[src/rtl/rsc_pkg.sv]
package rsc_pkg;

  typedef struct packed {
    logic load;
    logic selHeader;
    logic advSlot;
    logic advGroup;
  } rscStrobe_t;

  typedef struct packed {
    logic rowHasStates;
    logic slotHit;
    logic lastKept;
  } rscStatus_t;

endpackage

[src/rtl/rsc_datapath.sv]
module rsc_datapath
  import rsc_pkg::*;
#(
  parameter int NUM_GROUPS = 18,
  parameter int SLOTS      = 6,
  parameter int GROUP_COLS = 64,
  parameter int MAX_KEPT   = 9,
  parameter int ROW_W      = 10,
  parameter int LEN_W      = 2,
  localparam int OFF_W     = $clog2(GROUP_COLS),
  localparam int SLOT_W    = LEN_W + OFF_W,
  localparam int CNT_W     = $clog2(SLOTS + 1),
  localparam int KEPT_W    = $clog2(MAX_KEPT + 1),
  localparam int COL_W     = $clog2(NUM_GROUPS * GROUP_COLS),
  localparam int WORD_W    = 2 + KEPT_W + ROW_W
) (
  input  logic                              clk,
  input  logic                              rstN,
  input  rscStrobe_t                        strobe,
  output rscStatus_t                        status,
  input  logic [ROW_W-1:0]                  rowNum_i,
  input  logic [NUM_GROUPS*CNT_W-1:0]       grpCount_i,
  input  logic [NUM_GROUPS*SLOTS*SLOT_W-1:0] grpSlots_i,
  input  logic [NUM_GROUPS-1:0]             grpOvf_i,
  output logic [WORD_W-1:0]                 word_o
);

  localparam int NSLOT  = NUM_GROUPS * SLOTS;
  localparam int GIDX_W = $clog2(NUM_GROUPS);
  localparam int SIDX_W = $clog2(SLOTS);
  localparam int IDX_W  = $clog2(NSLOT);
  localparam int TOT_W  = $clog2(NSLOT + 1);

  logic [CNT_W-1:0]  clampCnt [NUM_GROUPS];
  logic [TOT_W-1:0]  total;
  logic [KEPT_W-1:0] keptNext;
  logic              ovfNext;

  logic [ROW_W-1:0]  rowReg;
  logic [KEPT_W-1:0] keptReg;
  logic              ovfReg;
  logic [GIDX_W-1:0] gIdx;
  logic [SIDX_W-1:0] sIdx;
  logic [KEPT_W-1:0] emitCnt;
  logic [CNT_W-1:0]  cntReg [NUM_GROUPS];
  logic [SLOT_W-1:0] slotReg [NSLOT];

  logic [IDX_W-1:0]  slotIdx;
  logic [SLOT_W-1:0] curSlot;
  logic [COL_W-1:0]  absCol;
  logic [WORD_W-1:0] headerWord;
  logic [WORD_W-1:0] stateWord;

  // per-group count clamp
  for (genvar g = 0; g < NUM_GROUPS; g++) begin : g_clamp
    assign clampCnt[g] = (grpCount_i[g*CNT_W +: CNT_W] > CNT_W'(SLOTS))
                       ? CNT_W'(SLOTS) : grpCount_i[g*CNT_W +: CNT_W];
  end

  always_comb begin
    total = '0;
    for (int g = 0; g < NUM_GROUPS; g++) begin
      total = total + TOT_W'(clampCnt[g]);
    end
  end

  assign keptNext = (total > TOT_W'(MAX_KEPT)) ? KEPT_W'(MAX_KEPT) : total[KEPT_W-1:0];
  assign ovfNext  = (total > TOT_W'(MAX_KEPT)) | (|grpOvf_i);

  // scan pointers and row header fields
  always_ff @(posedge clk or negedge rstN) begin
    if (!rstN) begin
      rowReg  <= '0;
      keptReg <= '0;
      ovfReg  <= 1'b0;
      gIdx    <= '0;
      sIdx    <= '0;
      emitCnt <= '0;
    end else if (strobe.load) begin
      rowReg  <= rowNum_i;
      keptReg <= keptNext;
      ovfReg  <= ovfNext;
      gIdx    <= '0;
      sIdx    <= '0;
      emitCnt <= '0;
    end else if (strobe.advSlot) begin
      sIdx    <= sIdx + SIDX_W'(1);
      emitCnt <= emitCnt + KEPT_W'(1);
    end else if (strobe.advGroup) begin
      gIdx    <= gIdx + GIDX_W'(1);
      sIdx    <= '0;
    end
  end

  // row storage, captured on acceptance only
  always_ff @(posedge clk) begin
    if (strobe.load) begin
      for (int g = 0; g < NUM_GROUPS; g++) begin
        cntReg[g] <= clampCnt[g];
      end
      for (int i = 0; i < NSLOT; i++) begin
        slotReg[i] <= grpSlots_i[i*SLOT_W +: SLOT_W];
      end
    end
  end

  assign slotIdx = IDX_W'(gIdx) * IDX_W'(SLOTS) + IDX_W'(sIdx);
  assign curSlot = slotReg[slotIdx];
  assign absCol  = COL_W'(gIdx) * COL_W'(GROUP_COLS) + COL_W'(curSlot[OFF_W-1:0]);

  assign headerWord = {1'b1, ovfReg, keptReg, rowReg};
  assign stateWord  = WORD_W'({absCol, curSlot[SLOT_W-1:OFF_W]});
  assign word_o     = strobe.selHeader ? headerWord : stateWord;

  assign status.rowHasStates = (total != '0);
  assign status.slotHit      = (CNT_W'(sIdx) < cntReg[gIdx]);
  assign status.lastKept     = ((emitCnt + KEPT_W'(1)) == keptReg);

endmodule

[src/rtl/rsc_control.sv]
module rsc_control
  import rsc_pkg::*;
(
  input  logic       clk,
  input  logic       rstN,
  input  logic       rowValid_i,
  input  logic       outReady_i,
  input  rscStatus_t status,
  output rscStrobe_t strobe,
  output logic       busy_o,
  output logic       outValid_o
);

  typedef enum logic [1:0] {IDLE, HEADER, SCAN} rscState_e;

  rscState_e state, stateNxt;

  always_ff @(posedge clk or negedge rstN) begin
    if (!rstN) state <= IDLE;
    else       state <= stateNxt;
  end

  always_comb begin
    stateNxt   = state;
    strobe     = '0;
    outValid_o = 1'b0;
    unique case (state)
      IDLE: begin
        if (rowValid_i) begin
          strobe.load = 1'b1;
          if (status.rowHasStates) stateNxt = HEADER;
        end
      end
      HEADER: begin
        outValid_o       = 1'b1;
        strobe.selHeader = 1'b1;
        if (outReady_i) stateNxt = SCAN;
      end
      SCAN: begin
        if (status.slotHit) begin
          outValid_o = 1'b1;
          if (outReady_i) begin
            strobe.advSlot = 1'b1;
            if (status.lastKept) stateNxt = IDLE;
          end
        end else begin
          strobe.advGroup = 1'b1;
        end
      end
      default: stateNxt = IDLE;
    endcase
  end

  assign busy_o = (state != IDLE);

endmodule

[src/rtl/row_state_collector.sv]
module row_state_collector
  import rsc_pkg::*;
#(
  parameter int NUM_GROUPS = 18,
  parameter int SLOTS      = 6,
  parameter int GROUP_COLS = 64,
  parameter int MAX_KEPT   = 9,
  parameter int ROW_W      = 10,
  parameter int LEN_W      = 2,
  localparam int OFF_W     = $clog2(GROUP_COLS),
  localparam int SLOT_W    = LEN_W + OFF_W,
  localparam int CNT_W     = $clog2(SLOTS + 1),
  localparam int KEPT_W    = $clog2(MAX_KEPT + 1),
  localparam int WORD_W    = 2 + KEPT_W + ROW_W
) (
  input  logic                               clk,
  input  logic                               rstN,
  input  logic                               rowValid_i,
  input  logic [ROW_W-1:0]                   rowNum_i,
  input  logic [NUM_GROUPS*CNT_W-1:0]        grpCount_i,
  input  logic [NUM_GROUPS*SLOTS*SLOT_W-1:0] grpSlots_i,
  input  logic [NUM_GROUPS-1:0]              grpOvf_i,
  output logic                               busy_o,
  output logic                               outValid_o,
  input  logic                               outReady_i,
  output logic [WORD_W-1:0]                  outWord_o
);

  rscStrobe_t strobe;
  rscStatus_t status;

  rsc_control uCtrl (
    .clk        (clk),
    .rstN       (rstN),
    .rowValid_i (rowValid_i),
    .outReady_i (outReady_i),
    .status     (status),
    .strobe     (strobe),
    .busy_o     (busy_o),
    .outValid_o (outValid_o)
  );

  rsc_datapath #(
    .NUM_GROUPS (NUM_GROUPS),
    .SLOTS      (SLOTS),
    .GROUP_COLS (GROUP_COLS),
    .MAX_KEPT   (MAX_KEPT),
    .ROW_W      (ROW_W),
    .LEN_W      (LEN_W)
  ) uData (
    .clk        (clk),
    .rstN       (rstN),
    .strobe     (strobe),
    .status     (status),
    .rowNum_i   (rowNum_i),
    .grpCount_i (grpCount_i),
    .grpSlots_i (grpSlots_i),
    .grpOvf_i   (grpOvf_i),
    .word_o     (outWord_o)
  );

endmodule

[config.mk]
export PLATFORM = sky130hd
export DESIGN_NAME = row_state_collector
export DESIGN_NICKNAME = d
export VERILOG_FILES = /design/src/rtl/rsc_pkg.sv /design/src/rtl/rsc_datapath.sv /design/src/rtl/rsc_control.sv /design/src/rtl/row_state_collector.sv
export SDC_FILE = /design/constraint.sdc
export NUM_CORES = 1
export LEC_CHECK = 0
export BUFFER_PORTS_ARGS = -buffer_cell sky130_fd_sc_hd__buf_2
export CAP_MARGIN = 20
export CORE_AREA = 4 4 378 380
export DETAILED_ROUTE_END_ITERATION = 8
export DIE_AREA = 0 0 382 384
export PLACE_DENSITY = 0.46
export SKIP_CTS_REPAIR_TIMING = 1
export SLEW_MARGIN = 20
export SYNTH_ARGS = -nofsm -noshare
export SYNTH_HDL_FRONTEND = slang
export SYNTH_HIERARCHICAL = 1
export SYNTH_SLANG_ARGS = --single-unit
[constraint.sdc]
create_clock -name clk -period 44.8 [get_ports clk]
set_input_delay 2.24 -clock clk [delete_from_list [all_inputs] [get_ports clk]]
set_output_delay 2.24 -clock clk [all_outputs]
set_load 0.01 [all_outputs]
==> reports/results.tsv, run 1 <==
metric	value	unit
status	finished, final reports clean	
fillCellCount	13500	
hold_class	flip-flop to flip-flop	
drt-total-wl	141000	um
synth_cells	2100	
io_buffers	967	
synth.avg_cell_area	18.9	sq um
syn-num-nets	3125	
clkSlewWorstSetupHoldPaths	0.06	ns
cts_max_level	3	
cp_max_fo	48	
hold_end	uData/rowReg[3]$_DFFE_PN0P_	
seq_area_frac_synth	0.712	
reg2reg_to	uData/slotReg[47][5]$_DFFE_PP_	
synth_common_cells	edfxtp_1, mux2i_1, mux4_2	
grt-ovfl-total	0	
crit_arrival	6.74	ns
grt_pass1_vias	24600	
synth-edff-count	918	
worst_pin_slew	1.02	ns
leakagePower	0.0183	uW
synth-seq-cells	947	
synth_top_area_frac	0.694	
cts_inserted_buffers	106	
reg2reg_slack	39.24	ns
cp-end-kind	primary output	
min_period_over_period	0.200	
grt_pass1_wl	191000	um
nets	4100	
regToRegStartpoint	uCtrl/state[1]$_DFFE_PN0P_	
drive_gt1_frac	0.416	
power_density	67.6	nW/um^2
die_h	384	um
ios	968	
finalSetupViolations	0	
async_reset_ff_frac	0.0306	
yosysUniqueCellTypes	72	
wl_per_cell	27.7	um
ys.flop_type	edfxtp_1	
hold_viol	0	
rsz0062_at_grt	false	
vias	23500	
min_path_cells	1	
setup-tns-final	0	ns
hp-start	uData/rowReg[3]$_DFFE_PN0P_	
placed_cells	4843	
rows	137	
grt_start_max_net_pins	160	
drcViolationCount	0	
antenna_found_initial	124	
cts-root-buf	clkbuf_16	
finClkSkew	0.0602	ns
core	139000	sq um
fin_cells	5089	
yosysTopAreaCell	edfxtp_1	
dieArea	147000	sq um
synth_most_common_cell	edfxtp_1	
fmax	111	MHz
die_w	382	um
cts.sinks	947	
dp_hpwl	106000	um
via_per_inst	4.63	
synthTopCellsByArea	edfxtp_1, mux4_2, mux2i_1	
grt.total_usage	0.186	
clock_path_buffers	3	
vdd_ir_drop_max	0.0732	mV
synth_warnings	6	
crit_type	flip-flop to primary output	
clock_latency	0.73	ns
place.gp.congestion	0.815	
area_delta_synth_final	25.4	%
drt-initial-drc-count	1510	
placed_area	46400	sq um
synthesis.area	39700	sq um
period_needed	8.98	ns
maxCapViolCount	0	
ant_nets	0	
slew_headroom	0.299	
cp-start-kind	flip-flop	
initial_core_util	0.286	
tritoncts	done	
drt-pass1-iter-count	5	
critPathRequiredTime	42.56	ns
worstRegToRegCells	7	
drv_slew	0	
finalInstanceArea	49800	sq um
-- kinds of logic after synthesis --
logic type,after synthesis,synth area share
xor+xnor,24,0.00595
flops,947,0.712
mux,347,0.142
simple gates,236,0.0292
compound gates,229,0.0432
fa+ha+maj,75,0.0329
buf+inv,242,0.0345
-- power by group --
group          internal (uW)  switching, uW
combinational            498            776
sequential              1200           59.6
clock                    466            368
-- per-stage QoR --
step	util	total power, uW	hold WS [ns]	setup slack [ns]
after detailed placement	0.333	2600	0.488	36.18
after CTS	0.357	3450	0.501	35.41
after floorplan	-	2330	0.464	19.66
after global routing	0.358	3570	0.521	35.29
after global placement	0.333	2600	0.483	36.24
final	0.358	3370	0.501	35.82
-- state kept, by name, summed over array words and instances (netlist names) --
register / cells
uData/cntReg: 54
uData/slotReg: 864
uData/gIdx: 5
uData/keptReg: 4
uCtrl/state: 2
uData/sIdx: 3
uData/ovfReg: 1
uData/emitCnt: 4
uData/rowReg: 10
-- critical path: stages, from the launching register on --
cell and delay [ns]:
dfrtp_1 0.67, buf_4 0.38, ha_1 0.23, inv_1 0.07, fa_4 1.30, buf_4 0.71, nor2b_4 0.22, buf_4 0.34
a221oi_1 0.46, nor2_1 0.09, o21ai_0 0.49, nor3_1 0.10, o31a_1 0.33, a2111oi_1 0.26, buf_2 0.23
-- cells in the final DEF (no fill, tap or decap), types with 8 or more instances in the layout --
master | Yosys | routed
buf_2 | 21 | 968
xnor2_1 | 11 | 9
diode_2 | 0 | 55
a2111oi_0 | 8 | 8
clkinv_1 | 0 | 28
o21ai_0 | 27 | 27
a22oi_1 | 9 | 9
mux4_2 | 125 | 125
dfrtp_1 | 29 | 28
clkbuf_1 | 66 | 19
nor2_1 | 50 | 49
a221oi_1 | 51 | 51
inv_1 | 100 | 100
mux4_1 | 37 | 37
mux2_2 | 16 | 16
nor2b_1 | 16 | 15
ha_1 | 26 | 25
nor3_1 | 38 | 38
xor2_1 | 11 | 9
clkinv_2 | 0 | 20
a221o_1 | 16 | 16
and2_1 | 9 | 8
edfxtp_1 | 918 | 918
fa_1 | 49 | 48
nand2b_1 | 20 | 20
clkbuf_16 | 0 | 106
a211oi_1 | 19 | 18
mux2i_1 | 169 | 169
nand2_1 | 66 | 66
buf_4 | 10 | 37
a21oi_1 | 47 | 46
-- worst max-delay path by stage --
stage,depth (start not counted),startpoint,to,slack [ns]
5_1_grt,14,uData/gIdx[0]$_DFFE_PN0P_,outWord_o[3],35.29
4_1_cts,14,uData/gIdx[0]$_DFFE_PN0P_,outWord_o[3],35.41
2_1_floorplan,3,rowValid_i,uData/keptReg[1]$_DFFE_PN0P_,19.66
3_3_place_gp,14,uData/gIdx[0]$_DFFE_PN0P_,outWord_o[3],36.24
3_5_place_dp,14,uData/gIdx[0]$_DFFE_PN0P_,outWord_o[3],36.18
6_report,14,uData/gIdx[0]$_DFFE_PN0P_,outWord_o[3],35.82
-- area by class of cell --
cell class                 count  area [sq um]  area share
antenna                       55           138     0.00276
sequential                   947         28300       0.568
timing repair buffer        1009          5200       0.104
inverter                     100           375     0.00753
tap                         1876          2350      0.0471
multi-input combinational    911         10200       0.204
clock inverter                65           554      0.0111
clock buffer                 126          2740      0.0549
-- metal layers --
layer,wire length (um),GRT usage
met1,54500,0.222
met2,70900,0.319
met3,11600,0.0642
met4,3480,0.0507
met5,461,0
No activity file was read; power rests on OpenSTA's default activity.
==> inputs of run 2 (changes only) <==
Settings changed: CORE_AREA 4 4 378 380 to 4 4 370 372, DIE_AREA 0 0 382 384 to 0 0 374 376, PLACE_DENSITY 0.46 to 0.48.
Clock period 44.8 ns to 8.3 ns, I/O delays scaled along.
==> reports/results.tsv, run 2 (synthesis gave the netlist of run 1 again) <==
metric	value	unit	change
status	finished, final reports clean		
cp-start-kind	input port		
top_register	uData/slotReg		
leakagePower	0.0223	uW	+22%
die_w	374	um	-2.1%
finClkSkew	0.0816	ns	+0.0214 ns
fmax	148	MHz	
finalSetupViolations	0		unchanged
tritoncts	done		
setup-tns-final	0	ns	unchanged
cts_max_level	3		unchanged
area_delta_synth_final	49.0	%	
cp_max_fo	6		-88%
grt_start_max_net_pins	194		+21%
core	133000	sq um	-4.2%
rsz0062_at_grt	false		
clock_latency	0.74	ns	about the same
clkSlewWorstSetupHoldPaths	0.06	ns	about the same
grt_pass1_wl	191000	um	+0.11%
reg2reg_slack	3.79	ns	-35.45 ns
hold_class	input port to flip-flop		
drcViolationCount	0		unchanged
place.gp.congestion	0.813		-0.26%
io_buffers	967		unchanged
worst_pin_slew	1.15	ns	+0.130 ns
grt-ovfl-total	0		unchanged
maxCapViolCount	0		unchanged
antenna_found_initial	38		-69%
fillCellCount	11900		-12%
initial_core_util	0.298		+0.0126
via_per_inst	4.64		+0.34%
worstRegToRegCells	12		+5
drt-total-wl	148000	um	+5.3%
die_h	376	um	-2.1%
cts.sinks	947		unchanged
crit_type	input port to flip-flop		
power_density	320	nW/um^2	+370%
drt-initial-drc-count	2003		+33%
dieArea	141000	sq um	-4.1%
wl_per_cell	25.2	um	-9.1%
cp-end-kind	flip-flop		
grt.total_usage	0.193		+0.00667
ios	968		unchanged
vdd_ir_drop_max	0.288	mV	+290%
largest_reg_flops	864		unchanged
period_needed	6.76	ns	
min_period_over_period	0.814		
rows	134		-2.2%
hold_ws	0.0374	ns	-0.464 ns
cts_inserted_buffers	107		+0.94%
grt_pass1_vias	24600		-0.020%
top_regs	uData/slotReg: 864 flops, uData/cntReg: 54 flops, uData/rowReg: 10 flops		
crit_arrival	7.30	ns	+0.56 ns
ant_nets	0		unchanged
drv_slew	0		unchanged
hold_viol	0		unchanged
cts-root-buf	clkbuf_16		
dp_hpwl	106000	um	+0.42%
clock_path_buffers	3		unchanged
fin_ws	1.54	ns	-34.28 ns
critPathRequiredTime	8.84	ns	-33.72 ns
vias	27400		+16%
min_path_cells	3		+2
nets	5019		+22%
final_cell_mix	buf_2, edfxtp_1, dlygate4sd3_1		
drt-pass1-iter-count	5		unchanged
slew_headroom	0.230		-0.0687
layout_commonest_cell	buf_2		
dpl_worst_slack	1.44	ns	-34.74 ns
drive_gt1_frac	0.327		-0.0893
## run 2: worst paths after layout
kind,start,end
max in group asynchronous,rstN,uData/sIdx[0]$_DFFE_PN0P_
worst max register to register,uData/gIdx[0]$_DFFE_PN0P_,uData/gIdx[4]$_DFFE_PN0P_
worst min-delay path,grpCount_i[45],uData/cntReg[15][0]$_DFFE_PP_
worst max-delay path,grpCount_i[37],uCtrl/state[0]$_DFFE_PN0P_
worst min register to register,uData/rowReg[6]$_DFFE_PN0P_,uData/rowReg[6]$_DFFE_PN0P_
min in group asynchronous,rstN,uData/rowReg[1]$_DFFE_PN0P_
## run 2: metrics by stage
stage | util | instance area (sq um) | power, uW | instances
global route | 0.444 | 59200 | 20000 | 5880
global placement | 0.348 | 46400 | 13900 | 4739
finish | 0.444 | 59200 | 19000 | 5895
CTS | 0.375 | 50000 | 18900 | 4939
detailed placement | 0.348 | 46400 | 14000 | 4740
floorplan | - | 39700 | 11700 | 2100
## run 2: where the power goes
group	leakage, uW	switching, uW	total (uW)	internal [uW]
logic	0.0117	4300	7310	3010
clock network	0.00175	2050	4870	2820
registers	0.00892	318	6800	6480
total	0.0223	6670	19000	12300
## run 2: cell type report
class	count	area [sq um]	area share
sequential	947	28300	0.478
timing repair buffer	1927	14400	0.244
multi-input combinational	911	10200	0.172
clock buffer	124	2740	0.0463
tap	1768	2210	0.0374
clock inverter	75	850	0.0143
inverter	100	375	0.00634
antenna	43	108	0.00182
## run 2: critical path, cell delays in order
cell	delay, ns
dlygate4sd3_1	0.53
buf_2	0.17
a21boi_0	0.22
fa_1	0.56
inv_1	0.06
fa_1	0.50
inv_1	0.07
fa_1	0.42
fa_1	0.39
inv_1	0.08
fa_1	0.44
fa_1	0.50
inv_1	0.04
ha_1	0.31
nor2b_1	0.15
o21a_1	0.21
o21a_1	0.18
o21a_1	0.17
or3_1	0.31
a2bb2o_1	0.35
or4_1	0.47
a21boi_0	0.42
a221oi_2	0.06
mux2_2	0.28
## run 2: per-layer routing
layer | share of wire | wire, um | GRT usage | vias up
li1 | - | - | - | 12300
met1 | 0.40 | 59600 | 0.232 | 13800
met2 | 0.51 | 75300 | 0.335 | 1111
met3 | 0.068 | 10100 | 0.0649 | 190
met4 | 0.024 | 3520 | 0.0414 | 6
met5 | 0.00023 | 34 | 0 | -
